[config.mk]
export PLATFORM = sky130hd
export DESIGN_NAME = loc_arbiter
export DESIGN_NICKNAME = d
export VERILOG_FILES = /design/src/rtl/loc_arb_pkg.sv /design/src/rtl/loc_wr_decode.sv /design/src/rtl/loc_grant_ctrl.sv /design/src/rtl/loc_read_port.sv /design/src/rtl/loc_arbiter.sv
export SDC_FILE = /design/constraint.sdc
export NUM_CORES = 1
export LEC_CHECK = 0
export BUFFER_PORTS_ARGS = -buffer_cell sky130_fd_sc_hd__buf_2
export CORE_MARGIN = 4
export CORE_UTILIZATION = 45
export CTS_CLUSTER_DIAMETER = 120
export DETAILED_ROUTE_END_ITERATION = 10
export MAX_ROUTING_LAYER = met4
export PLACE_DENSITY = 0.78
export RECOVER_POWER = 25
export SLEW_MARGIN = 0
export SYNTH_ARGS = -nofsm -noshare
export SYNTH_HDL_FRONTEND = slang
export SYNTH_SLANG_ARGS = --single-unit
[constraint.sdc]
create_clock -name clk -period 2.4 [get_ports clk]
set_input_delay 0.24 -clock clk [delete_from_list [all_inputs] [get_ports clk]]
set_output_delay 0.24 -clock clk [all_outputs]
set_load 0.03 [all_outputs]
[src/rtl/loc_arb_pkg.sv]
`timescale 1ns/1ps
package loc_arb_pkg;
  localparam int REG_W     = 8;
  localparam int B_VALID   = 7;
  localparam int B_ACTIVE  = 5;
  localparam int B_PENDING = 2;
  localparam int B_REQ     = 1;
endpackage

[src/rtl/loc_wr_decode.sv]
`timescale 1ns/1ps
module loc_wr_decode
  import loc_arb_pkg::*;
#(
  parameter int NUM_LOC = 5,
  parameter int OFS_W   = 12,
  parameter int SEL_W   = 3
) (
  input  logic                   we,
  input  logic                   valid,
  input  logic [OFS_W+SEL_W-1:0] addr,
  input  logic [REG_W-1:0]       wdata,
  output logic [NUM_LOC-1:0]     req_set,
  output logic [NUM_LOC-1:0]     rel_wr
);
  logic [SEL_W-1:0] sel;
  logic             base_hit;

  assign sel      = addr[OFS_W +: SEL_W];
  assign base_hit = we && valid && (addr[OFS_W-1:0] == '0);

  for (genvar i = 0; i < NUM_LOC; i++) begin : g_loc
    logic hit_i;
    assign hit_i      = base_hit && (sel == SEL_W'(i));
    assign req_set[i] = hit_i && wdata[B_REQ];
    assign rel_wr[i]  = hit_i && wdata[B_ACTIVE];
  end
endmodule

[src/rtl/loc_grant_ctrl.sv]
`timescale 1ns/1ps
module loc_grant_ctrl #(
  parameter int NUM_LOC = 5
) (
  input  logic               clk,
  input  logic               rst,
  input  logic [NUM_LOC-1:0] req_set,
  input  logic [NUM_LOC-1:0] rel_wr,
  output logic [NUM_LOC-1:0] own_q,
  output logic [NUM_LOC-1:0] req_q,
  output logic               evt_q
);
  logic [NUM_LOC-1:0] own_d, req_d, pick;
  logic               rel_hit;

  // highest-numbered waiting locality wins
  always_comb begin
    pick = '0;
    for (int i = 0; i < NUM_LOC; i++)
      if (req_q[i]) pick = NUM_LOC'(1) << i;
  end

  assign rel_hit = |(rel_wr & own_q);

  always_comb begin
    req_d = (req_q | (req_set & ~own_q)) & ~(rel_wr & own_q);
    if (rel_hit)
      own_d = '0;
    else if (own_q == '0)
      own_d = pick;
    else
      own_d = own_q;
  end

  always_ff @(posedge clk) begin
    if (rst) begin
      own_q <= '0;
      req_q <= '0;
      evt_q <= 1'b0;
    end else begin
      own_q <= own_d;
      req_q <= req_d;
      evt_q <= (own_d != own_q);
    end
  end

  // never more than one owner
  a_r4_single_owner: assert property (@(posedge clk) disable iff (rst)
    $onehot0(own_q));
  // free interface with a waiting request is granted next edge
  a_r4_grant_next: assert property (@(posedge clk) disable iff (rst)
    (own_q == '0 && req_q != '0) |=> (own_q != '0));
  // owner holds until its own release write
  a_r7_hold_owner: assert property (@(posedge clk) disable iff (rst)
    (own_q != '0 && (rel_wr & own_q) == '0) |=> $stable(own_q));
  // owner's request remains recorded while it owns
  a_r8_owner_req: assert property (@(posedge clk) disable iff (rst)
    (own_q & ~req_q) == '0);
endmodule

[src/rtl/loc_read_port.sv]
`timescale 1ns/1ps
module loc_read_port
  import loc_arb_pkg::*;
#(
  parameter int NUM_LOC = 5,
  parameter int OFS_W   = 12,
  parameter int SEL_W   = 3
) (
  input  logic                   clk,
  input  logic                   rst,
  input  logic                   re,
  input  logic [OFS_W+SEL_W-1:0] addr,
  input  logic                   valid,
  input  logic [NUM_LOC-1:0]     own,
  input  logic [NUM_LOC-1:0]     req,
  output logic [REG_W-1:0]       rdata,
  output logic                   rvalid
);
  logic [SEL_W-1:0]  sel;
  logic              ofs_hit;
  logic              others_wait;
  logic [REG_W-1:0]  byte_v [NUM_LOC];
  logic [REG_W-1:0]  rdata_d;

  assign sel         = addr[OFS_W +: SEL_W];
  assign ofs_hit     = (addr[OFS_W-1:0] == '0);
  assign others_wait = |(req & ~own);

  for (genvar i = 0; i < NUM_LOC; i++) begin : g_byte
    always_comb begin
      byte_v[i]            = '0;
      byte_v[i][B_VALID]   = valid;
      byte_v[i][B_ACTIVE]  = valid && own[i];
      byte_v[i][B_PENDING] = valid && own[i] && others_wait;
    end
  end

  always_comb begin
    rdata_d = '0;
    for (int i = 0; i < NUM_LOC; i++)
      if (ofs_hit && sel == SEL_W'(i)) rdata_d = byte_v[i];
  end

  always_ff @(posedge clk) begin
    if (rst) begin
      rdata  <= '0;
      rvalid <= 1'b0;
    end else begin
      rdata  <= re ? rdata_d : '0;
      rvalid <= re;
    end
  end

  // every read strobe answered one cycle later
  a_r11_read_latency: assert property (@(posedge clk) disable iff (rst)
    re |=> rvalid);
  // off-map offsets read as zero
  a_r3_offmap_zero: assert property (@(posedge clk) disable iff (rst)
    (re && !ofs_hit) |=> (rdata == '0));
endmodule

[src/rtl/loc_arbiter.sv]
`timescale 1ns/1ps
module loc_arbiter
  import loc_arb_pkg::*;
#(
  parameter int NUM_LOC = 5,
  parameter int OFS_W   = 12,
  parameter int SEL_W   = 3,
  localparam int LOC_W  = (NUM_LOC > 1) ? $clog2(NUM_LOC) : 1
) (
  input  logic                   clk,
  input  logic                   rst,
  input  logic                   init_done,
  input  logic                   reg_we,
  input  logic                   reg_re,
  input  logic [OFS_W+SEL_W-1:0] reg_addr,
  input  logic [REG_W-1:0]       reg_wdata,
  output logic [REG_W-1:0]       reg_rdata,
  output logic                   reg_rvalid,
  output logic [LOC_W-1:0]       active_loc,
  output logic                   active_any,
  output logic                   loc_change
);
  logic               valid_q;
  logic [NUM_LOC-1:0] req_set, rel_wr, own_q, req_q;

  always_ff @(posedge clk) begin
    if (rst) valid_q <= 1'b0;
    else     valid_q <= valid_q | init_done;
  end

  loc_wr_decode #(.NUM_LOC(NUM_LOC), .OFS_W(OFS_W), .SEL_W(SEL_W)) u_dec (
    .we(reg_we), .valid(valid_q), .addr(reg_addr), .wdata(reg_wdata),
    .req_set(req_set), .rel_wr(rel_wr)
  );

  loc_grant_ctrl #(.NUM_LOC(NUM_LOC)) u_grant (
    .clk(clk), .rst(rst), .req_set(req_set), .rel_wr(rel_wr),
    .own_q(own_q), .req_q(req_q), .evt_q(loc_change)
  );

  loc_read_port #(.NUM_LOC(NUM_LOC), .OFS_W(OFS_W), .SEL_W(SEL_W)) u_rd (
    .clk(clk), .rst(rst), .re(reg_re), .addr(reg_addr), .valid(valid_q),
    .own(own_q), .req(req_q), .rdata(reg_rdata), .rvalid(reg_rvalid)
  );

  always_comb begin
    active_loc = '0;
    for (int i = 0; i < NUM_LOC; i++)
      if (own_q[i]) active_loc = LOC_W'(i);
  end
  assign active_any = |own_q;

  // nothing is owned or waiting before the device is valid
  a_r2_idle_until_valid: assert property (@(posedge clk) disable iff (rst)
    !valid_q |-> (!active_any && req_q == '0));
  // valid flag never drops once set
  a_r2_valid_sticky: assert property (@(posedge clk) disable iff (rst)
    valid_q |=> valid_q);
endmodule

==> results <==
- In the final layout, the multi-input gates occupy 508 sq um.
- The power per cell area is 463 nW/um^2.
- The count of distinct cell types in the synthesized netlist is 30.
- The number of global-route vias before repair is 850.
- The share of the yosys chip area belonging to registers is 35.8%.
- The number of violations of the max-capacitance limit is 0.
- The count of TritonRoute iterations in the first routing pass is 4.
- The time the final worst path needs with I/O delays and setup is 1810 ps.
- The top cell type's share of synthesized area is 35.8%.
- The clock latency on the worst-skew pair is 290 ps.
- In this run the number of H-tree levels came out at 1.
- The maximum vdd drop is 0.422 mV.
- The diode insertion count for antenna repair is 0.
- The max-slew violation count is 0.
- After detailed placement, the design holds a cell count of 155.
- The setup slack after placement is 481 ps.
- The die is 52.6 um wide.
- Yosys printed 0 warnings.
- After routing the design area is 1070 sq um.
- Setup violations remaining at the end of the flow were counted as 0.
- Measured against its own limit, the worst slew margin works out to 56.9%.
- The height of the die is 52.6 um.
- The number of buffer cells added on primary ports is 30.
- The cell area reported after detailed placement is 1040 sq um.
- STA classifies the critical path startpoint as a register.
- The finished layout holds 159 standard cells, fillers aside.
- In this run the power spent charging and discharging nets is 0.116 mW.
- The violation count after the first detailed-routing iteration is 27.
- The detail-routed net length per standard cell is 13.8 um.
- The first global-routing pass estimated 3590 um of wire.
- Counting every sink on the clock net gives 16.
- In the global route stage, overall resource usage came out at 17.9%.
- The critical path's top delay family is simple AND/OR/NAND/NOR gates.
- Setup repair after global routing left no endpoint under its margin.
- The part of the power in combinational logic is 10.7%.
- The highest net fanout along the worst path is 5.
- The largest incremental delay on the critical path is 520 ps.
- The type of the worst setup path is register to register.
- The die covers 2770 sq um.
- After layout, the worst setup slack is 589 ps.
- The mean post-synth cell area is 8.61 sq um.
- The largest net degree at the start of global routing is 13.
- The TritonCTS clock tree is yes.
- The post-route fraction of the period consumed by the critical path is 75.5%.
- For hold timing, the worst endpoint is valid_q$_SDFF_PP0_.
- The total vias in the final route is 873.
- The final total power is 0.495 mW.
- In this run the critical register-to-register path is launched from valid_q$_SDFF_PP0_.
- The floorplan row count is 15.
- The clock transition at the register clock pins on the worst setup and hold paths after CTS is 80 ps.
- The share of final-layout standard cells stronger than drive strength 1 is 29.9%.
- The root buffer cell chosen for the clock tree is sky130_fd_sc_hd__clkbuf_4.
- The detailed placer's ending HPWL is 1710 um.
- The largest individual stage delay along the critical path comes from the cell sky130_fd_sc_hd__or3b_2.
- At the pin with the least slew margin, the transition time is 647 ps.
- The post-cts resize count is 0.
- Compared with the post-synthesis result, the final layout area differs by 19.4%.
- Summed over all failing endpoints, the final setup total negative slack is 0 ps.
- Walking the worst path, the cells encountered are or3b_2 > nor4_4 > a21oi_1 > a2111oi_2.
- The net count of the finished layout is 163.
- After floorplanning, the core was sized to cover 1800 sq um.
- The routed wire length is 2190 um.
- The final worst hold slack is 160 ps.
- The starting utilization of the core area is 49.7%.
- The switching power as a share of total power is 23.4%.
- The maximum achievable frequency is 552 MHz.
- The static power due to leakage is 0.462 nW.
- The endpoint identified for the worst register-to-register timing path is u_grant.req_q[3]$_SDFF_PP0_.
- Routability-driven placement finished with a final weighted congestion of 0.885.
- In this run the count of I/O pins placed on the die edge is 42.
- By area the synthesized netlist is led by sky130_fd_sc_hd__dfxtp_1, sky130_fd_sc_hd__a2111oi_2, sky130_fd_sc_hd__nor2_1, sky130_fd_sc_hd__a21oi_1, sky130_fd_sc_hd__buf_4.
- The remaining global-route overflow is 0.
- The maximum root-to-sink buffer count is 2.
- Using the TritonRoute via totals, the vias-per-cell ratio works out to 5.49.
- The endpoint class of the critical path is a register.
- The number of buffers inserted to repair setup after CTS is 0.
- In the final layout, flip-flops and latches occupy 320 sq um.
- The required arrival time at the worst endpoint is 2580 ps.
- The class of the worst hold path is input port to register.
- In this run, the clock network consumes 35.2% of the power.
- For this run, design rule violations remaining after detail routing come to 0.
- Of all cell types, the one taking the most synthesized area is sky130_fd_sc_hd__dfxtp_1.
- Fill cells in the final layout number 180.
- The count of endpoints failing hold in the final timing report is 0.
- The path depth of the worst reg2reg path is 4.
- The number of antenna violations at the first check in global routing came to 0.
- The worst hold path was traced through 3 stages.
- In this run the register-to-register setup slack is 590 ps.
- The flow ran to the end, and the final reports show no timing, DRC or antenna violations.
- The count of hold buffers inserted by post-cts repair is 0.
- The worst min-delay path startpoint is init_done.
- The number of clock buffers added by TritonCTS is 3.
- The internal power is 0.379 mW.
- The count of antenna-violating nets left after detailed routing is 0.
- In this run the cell area of the synthesized design comes to 896 sq um.
- The sequential cell fraction of total power is 54.1%.
- The number of buffers and inverters on the critical path is 0.
- Across the routed clock network, the largest skew measured is 8.22 ps.
- The post-synthesis instance total is 104.
- After synthesis the netlist holds a flip-flop and latch count of 16.
- Data on the critical path arrives at its endpoint at 1990 ps.
- Cells fill 59.4% of the core in the end.
==> state kept, by name, summed over array words and instances (netlist names) <==
register,flops
u_rd.rdata,3
u_rd.rvalid,1
u_grant.req_q,5
valid_q,1
u_grant.evt_q,1
u_grant.own_q,5
==> cell type report <==
class | instances | area share (%)
Sequential cell | 16 | 29.9
Timing Repair Buffer | 30 | 13.5
Tap cell | 25 | 2.92
Clock buffer | 4 | 3.39
Inverter | 8 | 2.81
Multi-Input combinational cell | 76 | 47.5
==> worst min-delay path, stage by stage <==
cell,delay [ps]
sky130_fd_sc_hd__buf_2,70
sky130_fd_sc_hd__nor2_1,30
sky130_fd_sc_hd__nor2_1,70
==> worst max-delay path by stage <==
stage                                       end               start  cells past startpoint  slack (ps)
detailed placement  u_grant.req_q[3]$_SDFF_PP0_         reg_addr[3]                      5         480
finish              u_grant.req_q[3]$_SDFF_PP0_  valid_q$_SDFF_PP0_                      4         590
floorplan           u_grant.req_q[3]$_SDFF_PP0_         reg_addr[3]                      4         760
global placement    u_grant.req_q[3]$_SDFF_PP0_         reg_addr[3]                      5         510
CTS                 u_grant.req_q[3]$_SDFF_PP0_  valid_q$_SDFF_PP0_                      4         600
global route        u_grant.req_q[3]$_SDFF_PP0_  valid_q$_SDFF_PP0_                      4         470
==> layout by cell type (no fill, tap or decap), types with 2 or more instances in the layout <==
cell type                    n
sky130_fd_sc_hd__nor2_1     14
sky130_fd_sc_hd__nor4_4      2
sky130_fd_sc_hd__or4_4       3
sky130_fd_sc_hd__inv_1       8
sky130_fd_sc_hd__nor3_1      8
sky130_fd_sc_hd__a31oi_1     3
sky130_fd_sc_hd__or4bb_1     2
sky130_fd_sc_hd__a21oi_1    10
sky130_fd_sc_hd__buf_2      25
sky130_fd_sc_hd__conb_1      5
sky130_fd_sc_hd__a211oi_1    2
sky130_fd_sc_hd__o21ai_0     3
sky130_fd_sc_hd__clkbuf_1    5
sky130_fd_sc_hd__clkbuf_4    3
sky130_fd_sc_hd__mux2i_1     2
sky130_fd_sc_hd__o22ai_1     2
sky130_fd_sc_hd__nand2b_1    2
sky130_fd_sc_hd__dfxtp_1    16
sky130_fd_sc_hd__a2111oi_2   4
sky130_fd_sc_hd__and3_1      4
==> kinds of logic (layout without fill, tap and decap cells) <==
family / count (synthesis) / after routing / share of synthesized area, %
simple gates: 43 / 43 / 31.6
other cells: 1 / 5 / 0.419
buf+inv: 16 / 42 / 9.22
mux: 2 / 2 / 2.23
compound gates: 26 / 26 / 20.8
flops: 16 / 16 / 35.8
==> power groups by stage <==
stage | combinational (mW) | sequential, mW | clock [mW]
2_1_floorplan | 0.0339 | 0.276 | 0
3_3_place_gp | 0.0517 | 0.274 | 0
3_5_place_dp | 0.0531 | 0.274 | 0
4_1_cts | 0.0534 | 0.268 | 0.179
5_1_grt | 0.0581 | 0.268 | 0.189
6_report | 0.0529 | 0.268 | 0.175
==> routing by layer <==
layer,global-route usage (%),wire [um]
met1,19.4,892
met5,-,0
met4,4.68,29
met2,29.8,1120
met3,7.69,147
==> synthesized netlist by cell type <==
cell type / number
sky130_fd_sc_hd__or4_4: 3
sky130_fd_sc_hd__o22ai_1: 2
sky130_fd_sc_hd__nand2_1: 1
sky130_fd_sc_hd__inv_1: 8
sky130_fd_sc_hd__a2111oi_2: 4
sky130_fd_sc_hd__a211oi_1: 2
sky130_fd_sc_hd__o21a_1: 1
sky130_fd_sc_hd__nor3b_1: 1
sky130_fd_sc_hd__nor4_4: 2
sky130_fd_sc_hd__or4bb_1: 2
sky130_fd_sc_hd__buf_1: 1
sky130_fd_sc_hd__dfxtp_1: 16
sky130_fd_sc_hd__and3_1: 4
sky130_fd_sc_hd__mux2i_1: 2
sky130_fd_sc_hd__a21oi_1: 10
sky130_fd_sc_hd__o21ai_0: 3
sky130_fd_sc_hd__nor2_1: 14
sky130_fd_sc_hd__nor2b_1: 1
sky130_fd_sc_hd__o21bai_1: 1
sky130_fd_sc_hd__nor3_1: 8
sky130_fd_sc_hd__or2_2: 1
sky130_fd_sc_hd__nor4bb_1: 1
sky130_fd_sc_hd__clkbuf_1: 1
sky130_fd_sc_hd__conb_1: 1
sky130_fd_sc_hd__a31oi_1: 3
sky130_fd_sc_hd__nand2b_1: 2
sky130_fd_sc_hd__nand3_1: 1
sky130_fd_sc_hd__buf_4: 6
sky130_fd_sc_hd__or3b_2: 1
sky130_fd_sc_hd__nor4_1: 1
Note: power is estimated with default switching activity, not from simulation.
